===== src/rtl/vlpack_pkg.sv =====
package vlpack_pkg;

    // Fill level of the packing accumulator
    typedef enum logic [0:0] {
        FILL_EMPTY = 1'b0,
        FILL_PART  = 1'b1
    } fill_state_t;

    // Output holding register
    typedef enum logic [0:0] {
        OUT_IDLE = 1'b0,
        OUT_HELD = 1'b1
    } out_state_t;

endpackage


===== src/rtl/vlp_merge.sv =====
module vlp_merge #(
    parameter int BUS_W  = 32,
    parameter int LEN_W  = 6,
    parameter int ACC_W  = 64,
    parameter int FILL_W = 6
) (
    input  logic [ACC_W-1:0]  acc_q,
    input  logic [FILL_W-1:0] fill_q,
    input  logic [BUS_W-1:0]  din,
    input  logic [LEN_W-1:0]  len,
    input  logic              take,
    output logic [ACC_W-1:0]  acc_m,
    output logic [FILL_W-1:0] fill_m,
    output logic              len_ok
);

    localparam logic [LEN_W-1:0] MAX_LEN = LEN_W'(BUS_W);

    logic [ACC_W-1:0] keep_mask;
    logic [ACC_W-1:0] payload;
    logic [ACC_W-1:0] placed;

    // Only lengths 1..BUS_W carry bits
    assign len_ok = (len != '0) && (len <= MAX_LEN);

    // Clear every bit at or above the declared length
    always_comb begin
        keep_mask = (ACC_W'(1) << len) - ACC_W'(1);
        payload   = ACC_W'(din) & keep_mask;
        placed    = payload << fill_q;
    end

    // Append above the pending bits
    assign acc_m  = take ? (acc_q | placed) : acc_q;
    assign fill_m = take ? (fill_q + FILL_W'(len)) : fill_q;

endmodule


===== src/rtl/vlp_outreg.sv =====
module vlp_outreg
    import vlpack_pkg::*;
#(
    parameter int BUS_W = 32
) (
    input  logic             clk,
    input  logic             rst_n,
    input  logic             load,
    input  logic [BUS_W-1:0] word,
    input  logic             out_ready,
    output logic             out_valid,
    output logic [BUS_W-1:0] out_data,
    output logic             stall
);

    out_state_t       state_q, state_d;
    logic [BUS_W-1:0] data_q;

    // State register
    always_ff @(posedge clk or negedge rst_n) begin
        if (!rst_n) begin
            state_q <= OUT_IDLE;
            data_q  <= '0;
        end else begin
            state_q <= state_d;
            if (load) begin
                data_q <= word;
            end
        end
    end

    // Next state
    always_comb begin
        state_d = state_q;
        unique case (state_q)
            OUT_IDLE: begin
                if (load) state_d = OUT_HELD;          // load
            end
            OUT_HELD: begin
                if (load)           state_d = OUT_HELD; // load
                else if (out_ready) state_d = OUT_IDLE; // drain
                else                state_d = OUT_HELD; // hold
            end
        endcase
    end

    // Outputs
    always_comb begin
        out_valid = (state_q == OUT_HELD);
        out_data  = data_q;
        stall     = (state_q == OUT_HELD) && !out_ready;
    end

    // a presented word stays put while the bus is not ready
    assert_hold_word_R7: assert property (@(posedge clk) disable iff (!rst_n)
        (out_valid && !out_ready) |=> (out_valid && $stable(out_data)));

    // nothing overwrites a word that is still waiting
    assert_no_overwrite_R7: assert property (@(posedge clk) disable iff (!rst_n)
        (out_valid && !out_ready) |-> !load);

endmodule


===== src/rtl/vlp_ctrl.sv =====
module vlp_ctrl
    import vlpack_pkg::*;
#(
    parameter int BUS_W  = 32,
    parameter int ACC_W  = 64,
    parameter int FILL_W = 6
) (
    input  logic              clk,
    input  logic              rst_n,
    input  logic              in_valid,
    input  logic              flush,
    input  logic              stall,
    input  logic              len_ok,
    input  logic [ACC_W-1:0]  acc_m,
    input  logic [FILL_W-1:0] fill_m,
    output logic [ACC_W-1:0]  acc_q,
    output logic [FILL_W-1:0] fill_q,
    output logic              take,
    output logic              in_ready,
    output logic              emit,
    output logic [BUS_W-1:0]  emit_word
);

    localparam logic [FILL_W-1:0] BUS_FILL = FILL_W'(BUS_W);

    fill_state_t       state_q, state_d;
    logic [ACC_W-1:0]  acc_d;
    logic [FILL_W-1:0] fill_d;

    logic              word_full;
    logic [ACC_W-1:0]  acc_spill;
    logic [FILL_W-1:0] fill_spill;

    // Handshake toward the source
    always_comb begin
        in_ready = !stall && !flush;
        take     = in_valid && in_ready && len_ok;
    end

    // What is left after a complete word is taken off the bottom
    always_comb begin
        word_full  = (fill_m >= BUS_FILL);
        acc_spill  = acc_m >> BUS_W;
        fill_spill = fill_m - BUS_FILL;
    end

    // State register
    always_ff @(posedge clk or negedge rst_n) begin
        if (!rst_n) begin
            state_q <= FILL_EMPTY;
            acc_q   <= '0;
            fill_q  <= '0;
        end else begin
            state_q <= state_d;
            acc_q   <= acc_d;
            fill_q  <= fill_d;
        end
    end

    // Next state and outputs toward the holding register
    always_comb begin
        state_d   = state_q;
        acc_d     = acc_q;
        fill_d    = fill_q;
        emit      = 1'b0;
        emit_word = acc_q[BUS_W-1:0];
        unique case (state_q)
            FILL_EMPTY: begin
                if (take) begin
                    if (word_full) begin              // accept-exact
                        emit      = 1'b1;
                        emit_word = acc_m[BUS_W-1:0];
                        acc_d     = acc_spill;
                        fill_d    = fill_spill;
                        state_d   = FILL_EMPTY;
                    end else begin                    // accept-partial
                        acc_d   = acc_m;
                        fill_d  = fill_m;
                        state_d = FILL_PART;
                    end
                end
            end
            FILL_PART: begin
                if (!stall && flush) begin            // flush-close
                    emit      = 1'b1;
                    emit_word = acc_q[BUS_W-1:0];
                    acc_d     = '0;
                    fill_d    = '0;
                    state_d   = FILL_EMPTY;
                end else if (take) begin
                    if (word_full) begin
                        emit      = 1'b1;
                        emit_word = acc_m[BUS_W-1:0];
                        acc_d     = acc_spill;
                        fill_d    = fill_spill;
                        state_d   = (fill_spill == '0) ? FILL_EMPTY  // spill-exact
                                                       : FILL_PART;  // spill-remainder
                    end else begin
                        acc_d   = acc_m;
                        fill_d  = fill_m;
                        state_d = FILL_PART;
                    end
                end
            end
        endcase
    end

    // a full word never stays behind in the accumulator
    assert_fill_below_bus_R3: assert property (@(posedge clk) disable iff (!rst_n)
        fill_q < BUS_FILL);

    // bits above the fill level are always clear, so a flushed word has a zero top
    assert_upper_clear_R8: assert property (@(posedge clk) disable iff (!rst_n)
        (acc_q >> fill_q) == '0);

    // a flush that is taken leaves nothing pending
    assert_flush_empties_R8: assert property (@(posedge clk) disable iff (!rst_n)
        (flush && !stall) |=> (fill_q == '0));

    // no input is taken while flush is requested
    assert_flush_blocks_input_R8: assert property (@(posedge clk) disable iff (!rst_n)
        flush |-> !take);

    // a bad length leaves the pending bits untouched
    assert_bad_len_ignored_R6: assert property (@(posedge clk) disable iff (!rst_n)
        (in_valid && !len_ok && !flush) |=> ($stable(fill_q) && $stable(acc_q)));

    // input is held off while the output is stalled
    assert_stall_blocks_R7: assert property (@(posedge clk) disable iff (!rst_n)
        stall |-> !in_ready);

endmodule


===== src/rtl/instr_bus_packer.sv =====
module instr_bus_packer #(
    parameter int BUS_W = 32
) (
    input  logic                       clk,
    input  logic                       rst_n,
    input  logic                       in_valid,
    input  logic [BUS_W-1:0]           in_data,
    input  logic [$clog2(BUS_W):0]     in_len,
    output logic                       in_ready,
    input  logic                       flush,
    output logic                       out_valid,
    output logic [BUS_W-1:0]           out_data,
    input  logic                       out_ready
);

    localparam int LEN_W  = $clog2(BUS_W) + 1;
    localparam int ACC_W  = 2 * BUS_W;
    localparam int FILL_W = $clog2(ACC_W);

    logic [ACC_W-1:0]  acc_q;
    logic [ACC_W-1:0]  acc_m;
    logic [FILL_W-1:0] fill_q;
    logic [FILL_W-1:0] fill_m;
    logic              take;
    logic              len_ok;
    logic              stall;
    logic              emit;
    logic [BUS_W-1:0]  emit_word;

    vlp_merge #(
        .BUS_W (BUS_W),
        .LEN_W (LEN_W),
        .ACC_W (ACC_W),
        .FILL_W(FILL_W)
    ) u_merge (
        .acc_q (acc_q),
        .fill_q(fill_q),
        .din   (in_data),
        .len   (in_len),
        .take  (take),
        .acc_m (acc_m),
        .fill_m(fill_m),
        .len_ok(len_ok)
    );

    vlp_ctrl #(
        .BUS_W (BUS_W),
        .ACC_W (ACC_W),
        .FILL_W(FILL_W)
    ) u_ctrl (
        .clk      (clk),
        .rst_n    (rst_n),
        .in_valid (in_valid),
        .flush    (flush),
        .stall    (stall),
        .len_ok   (len_ok),
        .acc_m    (acc_m),
        .fill_m   (fill_m),
        .acc_q    (acc_q),
        .fill_q   (fill_q),
        .take     (take),
        .in_ready (in_ready),
        .emit     (emit),
        .emit_word(emit_word)
    );

    vlp_outreg #(
        .BUS_W(BUS_W)
    ) u_outreg (
        .clk      (clk),
        .rst_n    (rst_n),
        .load     (emit),
        .word     (emit_word),
        .out_ready(out_ready),
        .out_valid(out_valid),
        .out_data (out_data),
        .stall    (stall)
    );

    // a word produced on an edge is presented right after it
    assert_emit_presents_R4: assert property (@(posedge clk) disable iff (!rst_n)
        emit |=> out_valid);

endmodule


===== config.mk =====
export PLATFORM = sky130hd
export DESIGN_NAME = instr_bus_packer
export DESIGN_NICKNAME = d
export VERILOG_FILES = /design/src/rtl/vlpack_pkg.sv /design/src/rtl/vlp_merge.sv /design/src/rtl/vlp_outreg.sv /design/src/rtl/vlp_ctrl.sv /design/src/rtl/instr_bus_packer.sv
export SDC_FILE = /design/constraint.sdc
export NUM_CORES = 1
export LEC_CHECK = 0
export BUFFER_PORTS_ARGS = -buffer_cell sky130_fd_sc_hd__clkbuf_2
export CAP_MARGIN = 15
export CORE_UTILIZATION = 35
export CTS_CLUSTER_DIAMETER = 30
export DETAILED_ROUTE_END_ITERATION = 16
export GPL_TIMING_DRIVEN = 0
export PLACE_DENSITY_LB_ADDON = 0.2
export SKIP_CTS_REPAIR_TIMING = 1
export SLEW_MARGIN = 5
export SYNTH_ARGS = -nofsm -noshare
export SYNTH_HDL_FRONTEND = slang
export SYNTH_SLANG_ARGS = --single-unit

===== constraint.sdc =====
create_clock -name clk -period 3.25 [get_ports clk]
set_clock_uncertainty 0.2 [all_clocks]
set_input_delay 0.65 -clock clk [delete_from_list [all_inputs] [get_ports clk]]
set_output_delay 0.65 -clock clk [all_outputs]
set_load 0.05 [all_outputs]

Yosys cells after proc, flatten, opt, wreduce, memory -nomap -nowiden
Index checks and enable logic that the tools add are counted.
Widths: inputs -> output; s select.
Word-level totals
  register bits after elaboration: 104
  input port bits: 43
  output and inout bits: 34
  word-level logic and storage cells: 55
Operators by class
  $add $sub $neg: 3
  $lt $le $gt $ge: 2
  shift-type cells: 2
  mux-type cells: 28
  bitwise operators: 4
  reduce and logical (&&, ||, !) cells: 11
Operator list (count)
  $mux 64: 3
  $pmux 64 s2: 1
  $mux 32: 3
  $and 32x64->64: 1
  $or 64x64->64: 1
  $pmux 32 s2: 1
  $shl 1x6->64 const A: 1
  $shl 64x6->64: 1
  $sub 64x2->64 const B: 1
  $mux 6: 4
  $mux 1: 12
  $pmux 6 s2: 1
  $add 6x6->6: 1
  $ge 6x6->1 const B: 1
  $le 6x6->1 const B: 1
  $logic_and 1x1->1: 6
  $logic_not 6->1: 1
  $pmux 1 s2: 3
  $reduce_bool 6->1: 1
  $sub 6x6->6 const B: 1
  $logic_not 1->1: 3
  $not 1->1: 2

Logic depth before layout (Yosys ltp)
Gate-level depths: netlist (run 1).
  depth after elaboration: 14
  mapped depth: 14
  mapped depth without buffers: 11

Cells and area by module
From an unflattened synthesis (run 1), not the netlist that was laid out.
Unflattened totals
  cell total of the unflattened synthesis: 1100
  area, all modules: 9581.7 µm²
Modules (own cells, without submodules)
  vlp_merge: times used 1, cells each 675, area an instance 4367.9 µm², seq. area each 0.0 µm²
  vlp_ctrl: times used 1, cells each 354, area an instance 3834.9 µm², seq. area each 1776.7 µm²
  vlp_outreg: times used 1, cells each 71, area an instance 1378.8 µm², seq. area each 825.8 µm²

Worst setup path before layout (run 1)
No wires, ideal clock.
  kind: input to register
  from: in in_len[2]
  to: reg u_ctrl.acc_q[31]
  setup time: 0.066 ns
  arrival: 3.724 ns
  data required time: 2.984 ns
  path slack: -0.740 ns
  stages on the path: 13
  path through: buf_6 -> buf_2 -> nor4_2 -> nand2_1 -> ha_1 -> or4b_1 -> a211oi_1 -> nor4_1 -> a31o_1 -> mux4_2 -> mux2_2 -> a21oi_1 -> o31a_1
Between the ends
  longest elaborated chain between the ends: 9
  elaborated cells between the ends (all ways): 16
  classes of those cells: add/sub (2); order compare (2); shift (2); mux (5); bitwise (2); reduce/logical (3)
RTL lines
  from (decl): line instr_bus_packer.sv:8  | input logic [$clog2(BUS_W):0] in_len,
  $shl 1x6->64 (tied with other cells): line vlp_merge.sv:28  | keep_mask = (ACC_W'(1) << len) - ACC_W'(1);
  $sub 64x2->64 / $logic_and 1x1->1 (equally long branches): line vlp_merge.sv:28, vlp_merge.sv:24
  $and 32x64->64 / $logic_and 1x1->1 (equally long branches): line vlp_merge.sv:29, vlp_ctrl.sv:37
  $shl 64x6->64 / $mux 6 (equally long branches): line vlp_merge.sv:30, vlp_merge.sv:35
  $or 64x64->64 / $ge 6x6->1 (equally long branches): line vlp_merge.sv:34, vlp_ctrl.sv:42
  $mux 64: line vlp_ctrl.sv:70, vlp_ctrl.sv:91
  $mux 64 *: line vlp_ctrl.sv:69, vlp_ctrl.sv:90
  $mux 64: line vlp_ctrl.sv:84  | if (!stall && flush) begin
  $pmux 64 s2 *: line vlp_ctrl.sv:67  | unique case (state_q)
  named net u_ctrl.acc_d[31]: line vlp_ctrl.sv:27  | logic [ACC_W-1:0] acc_d;
  to (signal assigned): line vlp_ctrl.sv:51  | acc_q <= '0;
  to (signal assigned): line vlp_ctrl.sv:55  | acc_q <= acc_d;
  to (decl): line vlp_ctrl.sv:16  | output logic [ACC_W-1:0] acc_q,
The timed path passes the listed nets; every way through them passes the cells marked *.
A chain may end at the register's enable or synchronous reset.

Worst setup path in the final report (run 1)
Ends and elaborated chain as after synthesis.

==> results of run 1 <==
-- through the flow --
| step | util [%] | setup slack, ns | instances |
|---|---|---|---|
| after floorplan | - | -0.5978 | 1029 |
| after global placement | 40.42 | -1.758 | 1418 |
| after detailed placement | 40.57 | -1.663 | 1419 |
| after CTS | 41.91 | -1.322 | 1435 |
| after global routing | 49.42 | -0.8191 | 1500 |
| final | 49.42 | -0.7846 | 1500 |
-- metal layers --
metal / vias up / share of wire [%]
met5: - / 0
met1: 4887 / 44
met2: 625 / 43
met4: 0 / 2.3
met3: 62 / 11
li1: 4296 / -
-- cell type report --
class,instances,area share (%)
sequential,104,22.98
tap,313,3.458
clock inverter,7,0.7071
timing repair buffer,142,8.828
inverter,12,0.3977
clock buffer,9,1.989
multi-input combinational,825,57.40
buffer,88,4.243
-- path summary, 6_finish.rpt --
check	startpoint	endpoint	slack [ns]	depth (start not counted)
hold / removal	u_outreg.out_data[13]	u_outreg.out_data[13]	0.28	2
min in group asynchronous	rst_n	u_ctrl.acc_q[13]	0.47	2
max in group asynchronous	rst_n	u_ctrl.fill_q[4]	1.65	3
setup / recovery	in_len[2]	u_ctrl.acc_q[31]	-0.78	14
hold reg to reg	u_outreg.out_data[13]	u_outreg.out_data[13]	0.28	2
setup reg to reg	u_ctrl.fill_q[1]	u_ctrl.acc_q[24]	-0.54	9
-- cells in the mapped netlist (7+ instances only) --
master,instances
a211o_1,10
a211oi_1,22
a21o_1,8
a21oi_1,86
a221o_1,7
a221oi_1,9
a22oi_1,10
a2bb2oi_1,9
a31oi_1,28
a32oi_1,15
and2_1,13
and3_1,7
buf_2,14
clkbuf_1,68
dfrtp_1,104
ha_1,7
inv_1,10
mux2i_1,32
mux4_2,7
nand2_1,91
nand2b_1,16
nand3_1,29
nand4_1,11
nor2_1,103
nor3_1,31
nor4_1,8
o211a_1,8
o211ai_1,13
o21ai_0,68
o221ai_1,12
o22ai_1,40
or3_1,7
-- state kept, by name, indices dropped and copies added, names as in the netlist --
signal,count
u_ctrl.acc_q,64
u_outreg.out_data,32
u_ctrl.fill_q,6
u_ctrl.state_q,1
u_outreg.out_valid,1
-- critical path, cell delays in order --
cell,delay (ns)
buf_12,0.11
buf_8,0.12
buf_8,0.12
nor4_4,0.40
nand2_4,0.15
ha_4,0.23
or4b_4,0.56
a211oi_4,0.28
nor4_2,0.06
a31o_2,0.30
mux4_2,0.52
mux2_4,0.35
a21oi_2,0.13
o31a_1,0.14
-- power groups by stage --
stage / sequential [mW] / clock [mW] / combinational, mW
after global routing: 2.05 / 1.21 / 9.90
after CTS: 1.99 / 1.16 / 7.11
after detailed placement: 2.01 / 0 / 7.08
final: 2.00 / 1.14 / 9.50
after floorplan: 2.61 / 0 / 4.15
after global placement: 2.00 / 0 / 7.11
-- logic make-up after synthesis --
family / synth area share (%)
AOI/OAI and AO/OA: 34.60
xor gates and xnor gates: 0.3172
adders and majority gates: 1.299
buffers and inverters: 4.832
DFF: 31.41
muxes: 6.584
and+or+nand+nor: 20.96
==> implementation parameters, run 1 <==
Parameter                              Value

Pwr
  Leak ... 4.477 nW
  Net switching power ... 6.927 mW
  Post-layout total power ... 12.65 mW
  Relative contribution of the clock network to total power ... 9.0%
  Combinational share of power ... 75.2%
  Total power divided by cell area ... 1117 nW/µm²
  Switching share of power ... 54.78%
  Largest vdd supply drop ... 0.0005427 V
  Power share of the sequential group ... 15.8%
  Internal Power ... 5.718 mW

Yosys
  Syn Std Cell Area ... 8285 µm²
  Yosys top cell by area ... dfrtp_1
  Synth top area share ... 31.41%
  Number of enable-type register cells in the synthesized netlist ... 0
  Number of warnings reported in the yosys synthesis log ... 0
  Post-synthesis area per instance ... 8.052 µm²
  Fraction of registers with async set/reset ... 100.0%
  Post-Syn Nets ... 1080
  Most used flip-flop cell after synthesis ... dfrtp_1
  Cells after Synth ... 1029
  Sequential area share after synthesis ... 31.41%
  Number of distinct library cells after synthesis ... 86
  Post-synthesis sequential element count ... 104
  Main area contributors after synthesis ... dfrtp_1, a21oi_1, nor2_1, nand2_1, o21ai_0

Route
  Via density ... 6.580
  WL final ... 38800 µm
  Antenna Violating Nets Remaining ... 0
  Starting DRT DRC Count ... 1314
  First drt pass iteration count ... 6
  Routed WL per cell ... 25.87 µm
  Drt drc ... 0
  Total via count in the routed design ... 9870

GRT
  Top Usage Layer GRT ... met2
  Global routing usage on met3 ... 7.778%
  Initial antenna violation count ... 0
  Met1 global-route usage ... 45.11%
  GRT Overall Usage ... 31.28%
  GRT met2 Usage ... 45.64%
  Via count of the first global-routing pass ... 8809
  Pin count of the biggest net entering global routing ... 101
  Total grt overflow ... 0
  Global-route wire length before repair ... 56550 µm

STA
  Setup TNS after final layout ... -50.79 ns
  Final critical delay including setup and external delays ... 4.035 ns
  Smallest hold slack ... 0.2762 ns
  RSZ-0062 raised after global routing ... true
  Final Cycle Share ... 124.1%
  PnR worst setup slack ... -0.7846 ns
  Tightest Pin Transition ... 1.056 ns
  Max Clock Freq ... 247.9 MHz
  Final hold violations ... 0
  Final setup viols ... 90
  Rel. slew slack ... 29.62%
  Fin. max-slew vios ... 0

Place
  Port Buf Inserts ... 76
  Post-DP Area ... 9298 µm²
  Last weighted congestion value of the routability-driven placer ... 1.017
  Final HPWL from detailed placement ... 29170 µm

Cells and area
  Commonest cells after routing, fill and taps aside ... dfrtp_1, clkbuf_2, nand2_1, nor2_1, a21oi_1
  Area used by sequential logic in the layout ... 2603 µm²
  Layout cells sized above 1 ... 31.76%
  Fill cells ... 2241
  Design Area, Final ... 11320 µm²
  Post-synthesis to final-layout area growth ... 36.68%
  Net count reported at finish ... 1233
  Area of combinational cells with multiple inputs ... 6500 µm²
  Final antenna diode count ... 0
  Most common library cell in the layout ignoring fill and taps ... dfrtp_1

Run status
  Outcome ... finished, violations left
  Failing checks ... negative setup slack

Critical path
  Critical path required time ... 3.34 ns
  Arrival time at the worst endpoint ... 4.13 ns
  Endpoint type of the worst setup path ... flip-flop
  Largest fanout on the critical path ... 5
  Critical path launch point type ... input pin
  Category of the critical setup timing path ... input pin to flip-flop

Clocking
  Clock Pin Slew Worst Setup and Hold Paths ... 0.07 ns
  H-tree Lvls ... 3
  Cell at the root of the clock tree ... clkbuf_16
  TritonCTS sink count ... 104
  CTS buffer count ... 9
  Maximum clock path buffer count ... 2
  Clock tree from TritonCTS ... done
  Insertion delay to the later sink of the worst-skew pair ... 0.35 ns

Floorplan
  Die extent in y ... 155.9 µm
  Row count ... 55
  Starting Density ... 36.16%
  Standard cell core area ... 22920 µm²
  Die Span X ... 155.9 µm
  Area of the die ... 24290 µm²
  Top-Level Pins ... 77

Min path
  HP Class ... flip-flop to flip-flop

Run
  Total of max-cap violations ... 0
(Power assumes the default switching activity.)
==> run 2: changes to the inputs <==
Settings changed: SYNTH_HIERARCHICAL set to 1.
==> run 2 against run 1 <==
- the run still ends with negative setup slack left
- core utilization rose by 0.41 points
- area after synthesis rose by 16%
- final cell count rose by 9.4%
- sequential power fell by 4%
- die area rose by 15%
- global-route usage fell by 2.3 points
- synthesized cell count rose by 6.9%
- first-iteration DRC count rose by 3.8%
- non-clock buffer count rose by 50
- sequential cell count did not move
- critical path type unchanged
- largest power group unchanged
==> implementation parameters, run 2 <==
Parameter                              Value

STA
  Rel. slew slack ... 29.15% (-0.47 points)
  Setup TNS after final layout ... -51.73 ns (-0.9472 ns)
  Fin. max-slew vios ... 0 (unchanged)
  Final Cycle Share ... 126.6% (+2.5 points)
  Tightest Pin Transition ... 1.063 ns (+0.007103 ns)
  Max Clock Freq ... 243.0 MHz (-2.0%)
  Final hold violations ... 0 (unchanged)
  PnR worst setup slack ... -0.8659 ns (-0.08123 ns)
  RSZ-0062 raised after global routing ... true
  Final setup viols ... 98 (+8.9%)
  Final critical delay including setup and external delays ... 4.116 ns (+0.08123 ns)

Cells and area
  Register bank with the most flops ... u_ctrl/acc_q
  Layout cells sized above 1 ... 41.23% (+9.5 points)
  Net count reported at finish ... 1346 (+9.2%)
  Flip-flop count of the largest register after layout ... 64 (unchanged)
  Final antenna diode count ... 0 (unchanged)
  Commonest cells after routing, fill and taps aside ... nand2_1, dfrtp_1, buf_4, clkbuf_2, nor2_1
  Most common library cell in the layout ignoring fill and taps ... nand2_1
  Fill cells ... 2544 (+14%)
  Post-synthesis to final-layout area growth ... 39.76%

Route
  First drt pass iteration count ... 6 (unchanged)
  WL final ... 43420 µm (+12%)
  Starting DRT DRC Count ... 1364 (+3.8%)
  Antenna Violating Nets Remaining ... 0 (unchanged)
  Total via count in the routed design ... 10542 (+6.8%)
  Routed WL per cell ... 26.46 µm (+2.3%)
  Via density ... 6.424 (-2.4%)
  Drt drc ... 0 (unchanged)

Critical path
  Buffer and inverter count on the worst path ... 6 (+3)
  Largest fanout on the critical path ... 8 (+3)
  Crit path max-delay family ... compound AO/OA/AOI/OAI gates
  Endpoint type of the worst setup path ... flip-flop
  Arrival time at the worst endpoint ... 4.17 ns (+0.04 ns)
  Critical path required time ... 3.31 ns (-0.03 ns)
  Worst R2R Setup Slack ... -0.86 ns (-0.32 ns)
  Worst path slowest cell ... a221o_1
  Length in cells of the worst reg-to-reg path ... 11 (+2)
  Worst r2r dst ... u_outreg/out_data[31]
  Largest stage delay on the critical path ... 0.44 ns (-0.12 ns)
  Category of the critical setup timing path ... input pin to flip-flop
  Cell Chain, Critical Path ... buf_12 -> buf_8 -> buf_12 -> buf_12 -> nand4b_1 -> ha_2 -> buf_8 -> buf_4 -> o221ai_2 -> a211o_1 -> a32oi_1 -> a22oi_1 -> o21ai_4 -> a221o_1 -> nor2b_4 -> mux2_4 -> mux2_4
  Critical path launch point type ... input pin
  R2r startpoint ... u_ctrl/fill_q[0]
  Crit path top cell by count ... buf_12

GRT
  Initial antenna violation count ... 0 (unchanged)
  Total grt overflow ... 0 (unchanged)
  Global-route wire length before repair ... 61300 µm (+8.4%)
  Pin count of the biggest net entering global routing ... 92 (-8.9%)
  GRT Overall Usage ... 28.99% (-2.3 points)
  Via count of the first global-routing pass ... 9532 (+8.2%)

Yosys
  Most frequent cells after synthesis ... nand2_1, dfrtp_1, nor2_1
  Mux cell area share after synthesis ... 17.77% (+11 points)
  Parity-gate share of the synthesized area counting xor and xnor cells ... 1.097% (+0.78 points)
  Synth top area share ... 27.16% (-4.2 points)
  Adder and majority gate portion of the synthesized area ... 1.123% (-0.18 points)
  Simple-gate portion of the synthesized area ... 19.93% (-1.0 points)
  Sequential area share after synthesis ... 27.16% (-4.2 points)
  Number of distinct library cells after synthesis ... 89 (+3.5%)
  Fraction of registers with async set/reset ... 100.0% (unchanged)
  Number of warnings reported in the yosys synthesis log ... 6 (+6)
  Most used flip-flop cell after synthesis ... dfrtp_1
  Most repeated cell in the gate-level netlist after synthesis ... nand2_1
  Largest family of logic cells by synthesized area ... compound AO/OA/AOI/OAI gates
  Yosys top cell by area ... dfrtp_1
  Post-synthesis sequential element count ... 104 (unchanged)
  Post-synthesis area per instance ... 8.711 µm² (+8.2%)
  Cells after Synth ... 1100 (+6.9%)
  Main area contributors after synthesis ... dfrtp_1, mux2_4, mux2i_1, nand2_1, a21oi_1
  Share of the synthesized area in compound gates (AO/OA/AOI/OAI) ... 26.59% (-8.0 points)
  Number of enable-type register cells in the synthesized netlist ... 0 (unchanged)
  Syn Std Cell Area ... 9582 µm² (+16%)
  Post-Syn Nets ... 1151 (+6.6%)

Min path
  HP Class ... flip-flop to flip-flop
  WHS Endpoint ... u_outreg/out_data[17]
  Instance count along the most critical hold path ... 1 (-1)
  Origin of the worst min-delay path ... u_outreg/out_data[17]

Place
  Last weighted congestion value of the routability-driven placer ... 1.014 (-0.22%)
  Port Buf Inserts ... 76 (unchanged)
  Worst setup timing slack at the placement stage ... -2.567 ns (-0.9040 ns)
  Final HPWL from detailed placement ... 31310 µm (+7.3%)

Run status
  Outcome ... finished, violations left
  Failing checks ... negative setup slack

Run
  Total of max-cap violations ... 0 (unchanged)

Clocking
  CTS buffer count ... 9 (unchanged)
  Maximum clock path buffer count ... 2 (unchanged)
  Clock Pin Slew Worst Setup and Hold Paths ... 0.08 ns (about the same)
  TritonCTS sink count ... 104 (unchanged)
  H-tree Lvls ... 3 (unchanged)
  Insertion delay to the later sink of the worst-skew pair ... 0.37 ns (+0.02 ns)
  Cell at the root of the clock tree ... clkbuf_16
  Clock tree from TritonCTS ... done

Floorplan
  Starting Density ... 35.65% (-0.50 points)
  Die Span X ... 167.5 µm (+7.4%)
  Row count ... 60 (+9.1%)
  Top-Level Pins ... 77 (unchanged)
  Die extent in y ... 167.5 µm (+7.4%)
  Standard cell core area ... 26880 µm² (+17%)
  Area of the die ... 28040 µm² (+15%)

Pwr
  Total power divided by cell area ... 602.3 nW/µm² (-46%)
  Leak ... 5.617 nW (+25%)
  Post-layout total power ... 8.066 mW (-36%)
  Largest vdd supply drop ... 0.0003729 V (-31%)
[run 2: cell types whose count changed after synthesis, moves of 11 or more]
cell,previous run,this run
o21ai_0,68,28
a211oi_1,22,41
nand3b_1,4,33
mux2i_1,32,58
nand2_1,91,113
o22ai_1,40,10
nor2_1,103,91
a21oi_1,86,74
mux2_2,6,17
clkbuf_1,68,52
mux2_4,0,59
[run 2: worst reg2reg max path, cell delays in order, from the launching register on]
cell and delay (ns):
dfrtp_1 0.61, clkbuf_1 0.64, nor3_1 0.25, or2_2 0.37, o32ai_4 0.14, nor2_1 0.09, a21o_1 0.20, a221o_1 0.40
a221o_1 0.42, nor2b_4 0.15, mux2_4 0.27, mux2_4 0.25
[run 2: layout make-up]
type                    count  area, µm²  area share [%]
flip-flops and latches    104       2603           19.43
clock inverters             5      78.83          0.5886
inverters                  22      92.59          0.6914
clock buffers              11      252.7           1.887
plain buffers              96      763.2           5.699
well taps                 341      426.7           3.186
repair buffers            184       1406           10.50
multi-input cells         878       7769           58.01
[run 2: worst max-delay path by stage]
stage | to | cells past startpoint | from
3_3_place_gp | u_outreg/out_data[27] | 15 | in_len[3]
2_1_floorplan | u_outreg/out_data[31] | 15 | in_len[3]
4_1_cts | u_outreg/out_data[27] | 15 | in_len[3]
5_1_grt | u_outreg/out_data[31] | 17 | in_len[5]
3_5_place_dp | u_outreg/out_data[27] | 15 | in_len[3]
6_report | u_outreg/out_data[31] | 17 | in_len[5]
[run 2: cells by family after synthesis]
family                     Yosys count
adders and majority gates            8
muxes                              136
buffers and inverters              118
and+or+nand+nor                    369
DFF                                104
AOI/OAI and AO/OA                  353
xor gates and xnor gates            12
[run 2: power by group]
group / total [mW] / internal (mW) / switching, mW
clock: 1.23 / 0.717 / 0.515
combinational: 4.92 / 2.02 / 2.89
sequential: 1.92 / 1.66 / 0.258
total: 8.07 / 4.40 / 3.67
[run 2: metal layers]
metal	share of wire, %	wire length, µm	track usage, %
met1	43	18710	42.04
met2	43	18860	43.53
met3	9.9	4319	5.034
met4	3.5	1520	8.815
met5	0	0	0
[run 2: stage by stage]
stage	hold WS, ns	area (µm²)	util, %	std cells
5_1_grt	0.3288	13390	49.83	1641
6_report	0.3102	13390	49.83	1641
2_1_floorplan	0.1544	9887	-	1100
4_1_cts	-0.08372	11060	41.16	1534
3_3_place_gp	0.2925	10690	39.79	1517
3_5_place_dp	0.2935	10730	39.93	1518
